## config.mk

```make
export PLATFORM = sky130hd
export DESIGN_NAME = tsq_qualifier
export DESIGN_NICKNAME = d
export VERILOG_FILES = /design/src/rtl/tsq_pkg.sv /design/src/rtl/tsq_sync.sv /design/src/rtl/tsq_ctrl.sv /design/src/rtl/tsq_datapath.sv /design/src/rtl/tsq_qualifier.sv
export SDC_FILE = /design/constraint.sdc
export NUM_CORES = 1
export LEC_CHECK = 0
export BUFFER_PORTS_ARGS = -buffer_cell sky130_fd_sc_hd__buf_2
export CAP_MARGIN = 20
export CORE_AREA = 2 2 39 41
export DETAILED_ROUTE_END_ITERATION = 12
export DIE_AREA = 0 0 41 43
export PLACE_DENSITY = 0.68
export SYNTH_ARGS = -nofsm -noshare
export SYNTH_HDL_FRONTEND = slang
export SYNTH_SLANG_ARGS = --single-unit
```

## constraint.sdc

```tcl
create_clock -name clk -period 1.7 [get_ports clk]
set_input_delay 0.085 -clock clk [delete_from_list [all_inputs] [get_ports clk]]
set_output_delay 0.085 -clock clk [all_outputs]
set_load 0.02 [all_outputs]
```

## src/rtl/tsq_pkg.sv

```systemverilog
package tsq_pkg;
  // Strobes passed from control to datapath once per cycle
  typedef struct packed {
    logic loadHigh;  // synchronized input sits in the high region
    logic loadLow;   // synchronized input sits in the low region
    logic gateOff;   // both gates must be held off
  } tsqStrobe_t;
endpackage

```

## src/rtl/tsq_sync.sv

```systemverilog
module tsq_sync #(
  parameter int WIDTH  = 3,
  parameter int STAGES = 2
) (
  input  logic             clk,
  input  logic             rstN,
  input  logic [WIDTH-1:0] asyncIn,
  output logic [WIDTH-1:0] syncOut
);
  logic [WIDTH-1:0] stage [STAGES];

  always_ff @(posedge clk or negedge rstN) begin
    if (!rstN) stage[0] <= '0;
    else       stage[0] <= asyncIn;
  end

  for (genvar s = 1; s < STAGES; s++) begin : g_stage
    always_ff @(posedge clk or negedge rstN) begin
      if (!rstN) stage[s] <= '0;
      else       stage[s] <= stage[s-1];
    end
  end

  assign syncOut = stage[STAGES-1];
endmodule

```

## src/rtl/tsq_ctrl.sv

```systemverilog
module tsq_ctrl
  import tsq_pkg::*;
#(
  parameter int HOLD_CYCLES = 18
) (
  input  logic       clk,
  input  logic       rstN,
  input  logic       syncAbove,
  input  logic       syncBelow,
  input  logic       powerOk,
  output logic       inWindow,
  output tsqStrobe_t strobe
);
  localparam int CW = $clog2(HOLD_CYCLES + 1);
  localparam logic [CW-1:0] HOLD_VAL = CW'(HOLD_CYCLES);

  logic [CW-1:0] holdCnt;
  logic          holdDone;

  assign inWindow = ~syncAbove & ~syncBelow;
  assign holdDone = (holdCnt == HOLD_VAL);

  // Counts consecutive window samples; saturates; any exit restarts it
  always_ff @(posedge clk or negedge rstN) begin
    if (!rstN)          holdCnt <= '0;
    else if (!inWindow) holdCnt <= '0;
    else if (!holdDone) holdCnt <= holdCnt + 1'b1;
  end

  always_comb begin
    strobe.loadHigh = syncAbove;
    strobe.loadLow  = syncBelow & ~syncAbove;
    strobe.gateOff  = ~powerOk | holdDone;
  end
endmodule

```

## src/rtl/tsq_datapath.sv

```systemverilog
module tsq_datapath
  import tsq_pkg::*;
(
  input  logic       clk,
  input  logic       rstN,
  input  tsqStrobe_t strobe,
  output logic       cmdHigh,
  output logic       upperOn,
  output logic       lowerOn
);
  always_ff @(posedge clk or negedge rstN) begin
    if (!rstN)                cmdHigh <= 1'b0;
    else if (strobe.loadHigh) cmdHigh <= 1'b1;
    else if (strobe.loadLow)  cmdHigh <= 1'b0;
  end

  assign upperOn = ~strobe.gateOff & cmdHigh;
  assign lowerOn = ~strobe.gateOff & ~cmdHigh;
endmodule

```

## src/rtl/tsq_qualifier.sv

```systemverilog
module tsq_qualifier
  import tsq_pkg::*;
#(
  parameter int HOLD_CYCLES = 18,
  parameter int SYNC_STAGES = 2
) (
  input  logic clk,
  input  logic rstN,
  input  logic cmpAboveHi,
  input  logic cmpBelowLo,
  input  logic supplyGood,
  output logic upperOn,
  output logic lowerOn,
  output logic shutdownOut
);
  localparam int NSIG = 3;

  logic [NSIG-1:0] syncVec;
  logic            syncWin;
  logic            powerOk;
  logic            cmdHigh;
  tsqStrobe_t      strobe;

  tsq_sync #(.WIDTH(NSIG), .STAGES(SYNC_STAGES)) u_sync (
    .clk(clk), .rstN(rstN),
    .asyncIn({supplyGood, cmpBelowLo, cmpAboveHi}),
    .syncOut(syncVec)
  );

  assign powerOk = syncVec[2];

  tsq_ctrl #(.HOLD_CYCLES(HOLD_CYCLES)) u_ctrl (
    .clk(clk), .rstN(rstN),
    .syncAbove(syncVec[0]), .syncBelow(syncVec[1]), .powerOk(powerOk),
    .inWindow(syncWin), .strobe(strobe)
  );

  tsq_datapath u_dp (
    .clk(clk), .rstN(rstN), .strobe(strobe),
    .cmdHigh(cmdHigh), .upperOn(upperOn), .lowerOn(lowerOn)
  );

  assign shutdownOut = strobe.gateOff;
endmodule

```

==> results of run 1 <==
## kinds of logic after synthesis
group / count (synthesis)
buffers and inverters: 4
AND/OR/NAND/NOR: 15
multiplexers: 4
adder cells (fa/ha/maj): 2
XOR/XNOR: 1
flip-flops: 12
AO/OA/AOI/OAI: 1
## flip-flops by register name (all words and copies together), names as in the netlist
register	cells
u_ctrl.holdCnt	5
u_dp.cmdHigh	1
u_sync.stage	3
u_sync.syncOut	3
## area by class of cell
type | instances | area [sq um]
Inverter | 2 | 7.51
Multi-Input combinational cell | 23 | 200
Clock buffer | 4 | 36.3
Timing Repair Buffer | 14 | 97.6
Sequential cell | 12 | 300
Tap cell | 16 | 20.0
Fill cell | 126 | 722
## repair_timing
item | 4_1_cts | 5_1_grt
hold buffers | 4 | 0
buffers inserted | 0 | 3
endpoints found under the setup margin | 0 | 1
endpoints found under the hold margin | 15 | 0
## stage by stage
step / instance area (sq um) / power (mW)
after CTS: 639 / 0.580
final: 662 / 0.570
after detailed placement: 563 / 0.347
after global placement: 563 / 0.346
after global routing: 662 / 0.603
after floorplan: 518 / 0.331
## metal layers
layer | up-vias | global-route usage [%]
met4 | 0 | 6.00
met5 | - | 0
met3 | 2 | 4.71
met2 | 8 | 17.8
met1 | 163 | 13.8
li1 | 168 | -
## report_power, final
group	switching, mW	total [mW]	internal, mW
Combinational	0.0191	0.0420	0.0228
Sequential	0.0126	0.309	0.296
Clock	0.0895	0.219	0.130
## worst max path at each step
stage               depth (start not counted)  slack (ps)  endpoint                     startpoint
floorplan                                   4         260   lowerOn  u_ctrl.holdCnt[0]$_DFFE_PN0P_
CTS                                         5          30   upperOn  u_ctrl.holdCnt[0]$_DFFE_PN0P_
finish                                      5         100   upperOn  u_ctrl.holdCnt[0]$_DFFE_PN0P_
global placement                            5         340   upperOn  u_ctrl.holdCnt[0]$_DFFE_PN0P_
detailed placement                          5         340   upperOn  u_ctrl.holdCnt[0]$_DFFE_PN0P_
global route                                5          20   upperOn  u_ctrl.holdCnt[0]$_DFFE_PN0P_
## cells in the final DEF (no fill, tap or decap)
master,netlist,routed
clkbuf_8,0,1
ha_1,2,2
clkbuf_4,0,3
a21o_1,1,1
nor3_1,4,4
buf_4,0,3
nor4_1,1,1
mux2_4,2,2
xnor2_1,1,1
dlygate4sd3_1,0,4
and4bb_4,1,1
buf_2,2,7
dfrtp_1,12,12
and3b_2,1,1
inv_1,2,2
nand2b_1,1,1
nand3_1,2,2
nor3b_1,5,5
mux2_2,2,2
## worst register-to-register path, cell delays in order, from the launching register on
cell and delay (ps):
dfrtp_1 420, inv_1 70, ha_1 130, and4bb_4 270, buf_4 130, mux2_4 280
==> impl_metrics.yaml, run 1 <==
run_status:
  status: "complete, no violations"
yosys:
  syn_nets: 46
  synth_edf_count: 0
  ys_ff_latch: 12
  synthAdderAreaFrac_pct: 4.83
  synth_mux_area_share_pct: 10.1
  synth_common_cells: "dfrtp_1 (12), nor3b_1 (5), nor3_1 (4)"
  synth_area_leaders: "dfrtp_1 (58%), nor3b_1 (7.2%), mux2_4 (5.8%), ha_1 (4.8%), mux2_2 (4.3%)"
  yosys.area.top_type: "dfrtp_1"
  yosysSeqAreaShare_pct: 58.0
  synth_xor_area_share_pct: 1.69
  synth.most_common_cell: "dfrtp_1"
  syn_inst: 39
  synth_top_family_by_area: "simple AND/OR/NAND/NOR gates"
  ys_warn_count: 0
  synthDistinctLibCells: 15
  yosys.area_share.simple_pct: 20.5
  synth-compound-area-share_pct: 1.45
  yosys.area.top_type_share_pct: 58.0
  syn_area_per_cell_sq_um: 13.3
  synth_area_sq_um: 518
  synthArstFlopShare_pct: 100
  synth-main-ff-cell: "dfrtp_1"
clock_network:
  clock_latency_ps: 260
  root_buffer: "clkbuf_4"
  htreeDepth: 1
  clk_pin_slew_ps: 70
  cts_tree: "built"
  post_cts_resized: 0
  cts.sinks: 12
  clockBufferDepth: 2
  cts_buffers: 3
timing:
  max_clock_freq_mhz: 623
  hold_violations: 0
  relSlewSlack_pct: 78.3
  worst_pin_slew_ps: 325
  fin_worst_skew_ps: 0.653
  finalSetupViolCount: 0
  worst_slack_ps: 95.3
  fin_crit_ps: 1600
  whs_ps: 223
  rsz0062_at_grt: "no"
  finalSetupTns_ps: 0
  drv_slew: 0
  fin_crit_sh_pct: 94.4
drt:
  antenna_left: 0
  first_pass_iters: 4
  wl_met3_um: 37
  wirelength_met1_um: 371
  dr_wl_met2_um: 452
  top_layer_used: "met4"
  drtIter0Drc: 1
  wl_um: 865
  vias: 341
  via_per_inst: 4.80
  remaining_drc_errors: 0
  wl_per_cell_um: 12.2
die:
  rows: 14
  die_h_um: 43
  core-area_sq_um: 1380
  start_util_pct: 37.4
  dieArea_sq_um: 1760
  die_w_um: 41
  pin_count: 8
critical_path:
  critPathMaxFanout: 5
  criticalPathCategory: "reg -> out"
  path_cells: "inv_1 -> ha_1 -> and4bb_4 -> and3b_2 -> buf_2"
  arrival_ps: 1520
  slowest_stage: "dfrtp_1"
  critPathMaxStageDelay_ps: 420
  startpoint_type: "register"
  critPathTopFamily: "simple AND/OR/NAND/NOR gates"
  end_kind: "output pin"
  r2r-end: "u_ctrl.holdCnt[0]$_DFFE_PN0P_"
  cp_data_required_time_ps: 1620
  critPathBufInv: 2
  timing.rr.start: "u_ctrl.holdCnt[0]$_DFFE_PN0P_"
  worst_r2r_path_depth: 5
  rrSetupSlack_ps: 280
global_route:
  grt_use_total_pct: 11.8
  antenna_found_initial: 0
  overflow: 0
  grt_pass1_vias: 348
  grt_first_pass_wirelength_um: 1370
  grt_max_degree: 13
layout:
  syn_to_final_growth_pct: 27.8
  drive_gt1_share_pct: 36.4
  final_util_pct: 47.8
  instances_no_fill: 71
  finalNetCount: 63
  diodes: 0
min_path:
  hold_path_class: "in -> async"
place:
  place.gp.congestion: 0.705
  pre_cts_ws_ps: 336
  io_buffers: 7
  dpl.cell_count: 60
  dp_hpwl_um: 542
pwr:
  power_density_nw_per_um2: 861
  p_leak_nw: 0.312
  vdd_ir_drop_max_v: 0.000421
flow_run:
  cap_violations: 0
Power figures use the tool's default switching activity.
==> inputs of run 2 (changes only) <==
- PLACE_DENSITY: 0.68 -> 0.71
- SETUP_SLACK_MARGIN: not set -> 0.1
- SYNTH_HIERARCHICAL: not set -> 1
==> impl_metrics.yaml, run 2 <==
drt:
  vias: 342
  via_per_inst: 4.75
  antenna_left: 0
  wl_per_cell_um: 12.2
  first_pass_iters: 4
  wl_um: 878
  drtIter0Drc: 2
  remaining_drc_errors: 0
critical_path:
  path_cells: "inv_1 -> ha_2 -> and4bb_4 -> nand2b_4 -> nor2b_4 -> buf_6"
  worst_r2r_path_depth: 5
  slowest_stage: "dfrtp_1"
  r2r-end: "u_ctrl/holdCnt[0]$_DFFE_PN0P_"
  cp_data_required_time_ps: 1620
  arrival_ps: 1470
  timing.rr.start: "u_ctrl/holdCnt[0]$_DFFE_PN0P_"
  startpoint_type: "register"
  rrSetupSlack_ps: 320
  end_kind: "output pin"
  critPathMaxFanout: 4
  criticalPathCategory: "reg -> out"
  critPathMaxStageDelay_ps: 390
timing:
  max_clock_freq_mhz: 644
  fin_worst_skew_ps: 5.14
  rsz0062_at_grt: "yes"
  fin_crit_ps: 1550
  finalSetupTns_ps: 0
  fin_crit_sh_pct: 91.4
  worst_pin_slew_ps: 346
  drv_slew: 0
  relSlewSlack_pct: 76.9
  finalSetupViolCount: 0
  whs_ps: 226
  hold_violations: 0
  worst_slack_ps: 146
flow_run:
  cap_violations: 0
global_route:
  grt_first_pass_wirelength_um: 1350
  grt_use_total_pct: 11.8
  grt_pass1_vias: 341
  overflow: 0
  grt_max_degree: 13
  antenna_found_initial: 0
place:
  place.gp.congestion: 0.719
  dpl_cell_area_sq_um: 564
  dp_hpwl_um: 522
  dpl.cell_count: 61
  io_buffers: 7
  pre_cts_ws_ps: 304
pwr:
  power_density_nw_per_um2: 764
  pwr-share-clk_pct: 31.5
  p_comb_share_pct: 10.3
  switchingPower_mw: 0.122
  p_leak_nw: 0.316
  p_total_mw: 0.531
  vdd_ir_drop_max_v: 0.000391
  intPower_mw: 0.409
  p_sw_share_pct: 22.9
  seqPwrFrac_pct: 58.2
min_path:
  hold_path_class: "in -> async"
layout:
  fillCellCount: 133
  finalNetCount: 65
  finish.instance_area_sq_um: 694
  final_cell_mix: "dfrtp_1 (12), buf_4 (5)"
  regMostFlops: "u_ctrl/holdCnt"
  drive_gt1_share_pct: 41.1
  multi_input_area_sq_um: 224
  syn_to_final_growth_pct: 26.4
  diodes: 0
  final_util_pct: 50.2
  largest_register_ffs: 5
  regArea_sq_um: 300
  final_common_cell: "dfrtp_1"
  instances_no_fill: 72
yosys:
  syn_inst: 44
  synth_area_sq_um: 549
  syn_nets: 51
  ys_warn_count: 6
  syn_area_per_cell_sq_um: 12.5
clock_network:
  clockBufferDepth: 2
  clock_latency_ps: 260
  clk_pin_slew_ps: 70
  cts.sinks: 12
  cts_buffers: 3
  htreeDepth: 1
  root_buffer: "clkbuf_4"
  cts_tree: "built"
die:
  start_util_pct: 39.7
  rows: 14
  core-area_sq_um: 1380
  die_w_um: 41
  die_h_um: 43
  pin_count: 8
  dieArea_sq_um: 1760
run_status:
  status: "complete, no violations"
[run 2: final cells by class]
class / instances / share of cell area (%)
Clock buffer: 3 / 3.24
Inverter: 2 / 1.08
Multi-Input combinational cell: 24 / 32.3
Sequential cell: 12 / 43.2
Tap cell: 16 / 2.88
Timing Repair Buffer: 15 / 17.3
[run 2: critical path: cells and delay by family (launching register included)]
family                   cells  cell delay [ps]
AND/OR/NAND/NOR              3              460
flip-flops                   1              390
buffers and inverters        2              180
adder cells (fa/ha/maj)      1              160
[run 2: power groups by stage]
stage / clock network, mW / logic [mW] / registers [mW]
final: 0.167 / 0.0548 / 0.309
after floorplan: 0 / 0.0328 / 0.306
after detailed placement: 0 / 0.0346 / 0.314
after global routing: 0.192 / 0.0597 / 0.311
after global placement: 0 / 0.0336 / 0.313
after CTS: 0.180 / 0.0488 / 0.307
[run 2: how the worst max path moves through the flow]
stage                                  start  endpoint  depth (start not counted)
3_3_place_gp   u_ctrl/holdCnt[0]$_DFFE_PN0P_   lowerOn                          6
4_1_cts        u_ctrl/holdCnt[0]$_DFFE_PN0P_   lowerOn                          6
3_5_place_dp   u_ctrl/holdCnt[0]$_DFFE_PN0P_   lowerOn                          6
6_report       u_ctrl/holdCnt[0]$_DFFE_PN0P_   upperOn                          6
5_1_grt        u_ctrl/holdCnt[0]$_DFFE_PN0P_   upperOn                          6
2_1_floorplan  u_ctrl/holdCnt[0]$_DFFE_PN0P_   lowerOn                          5
[run 2: timing repair]
action | in CTS | in global routing
pin swaps | 0 | 1
endpoints found under the setup margin | 3 | 3
hold endpoints to repair | 15 | 0
hold buffers | 4 | 0
gates cloned | 0 | 0
setup buffers | 2 | 2
resized for setup | 3 | 7
[run 2: layer usage]
layer	GRT usage, %	vias up	share of wire, %
met1	12.5	164	44
met5	0	-	0
met2	18.1	7	52
li1	-	169	-
met4	8.00	0	1.1
met3	4.71	2	2.3
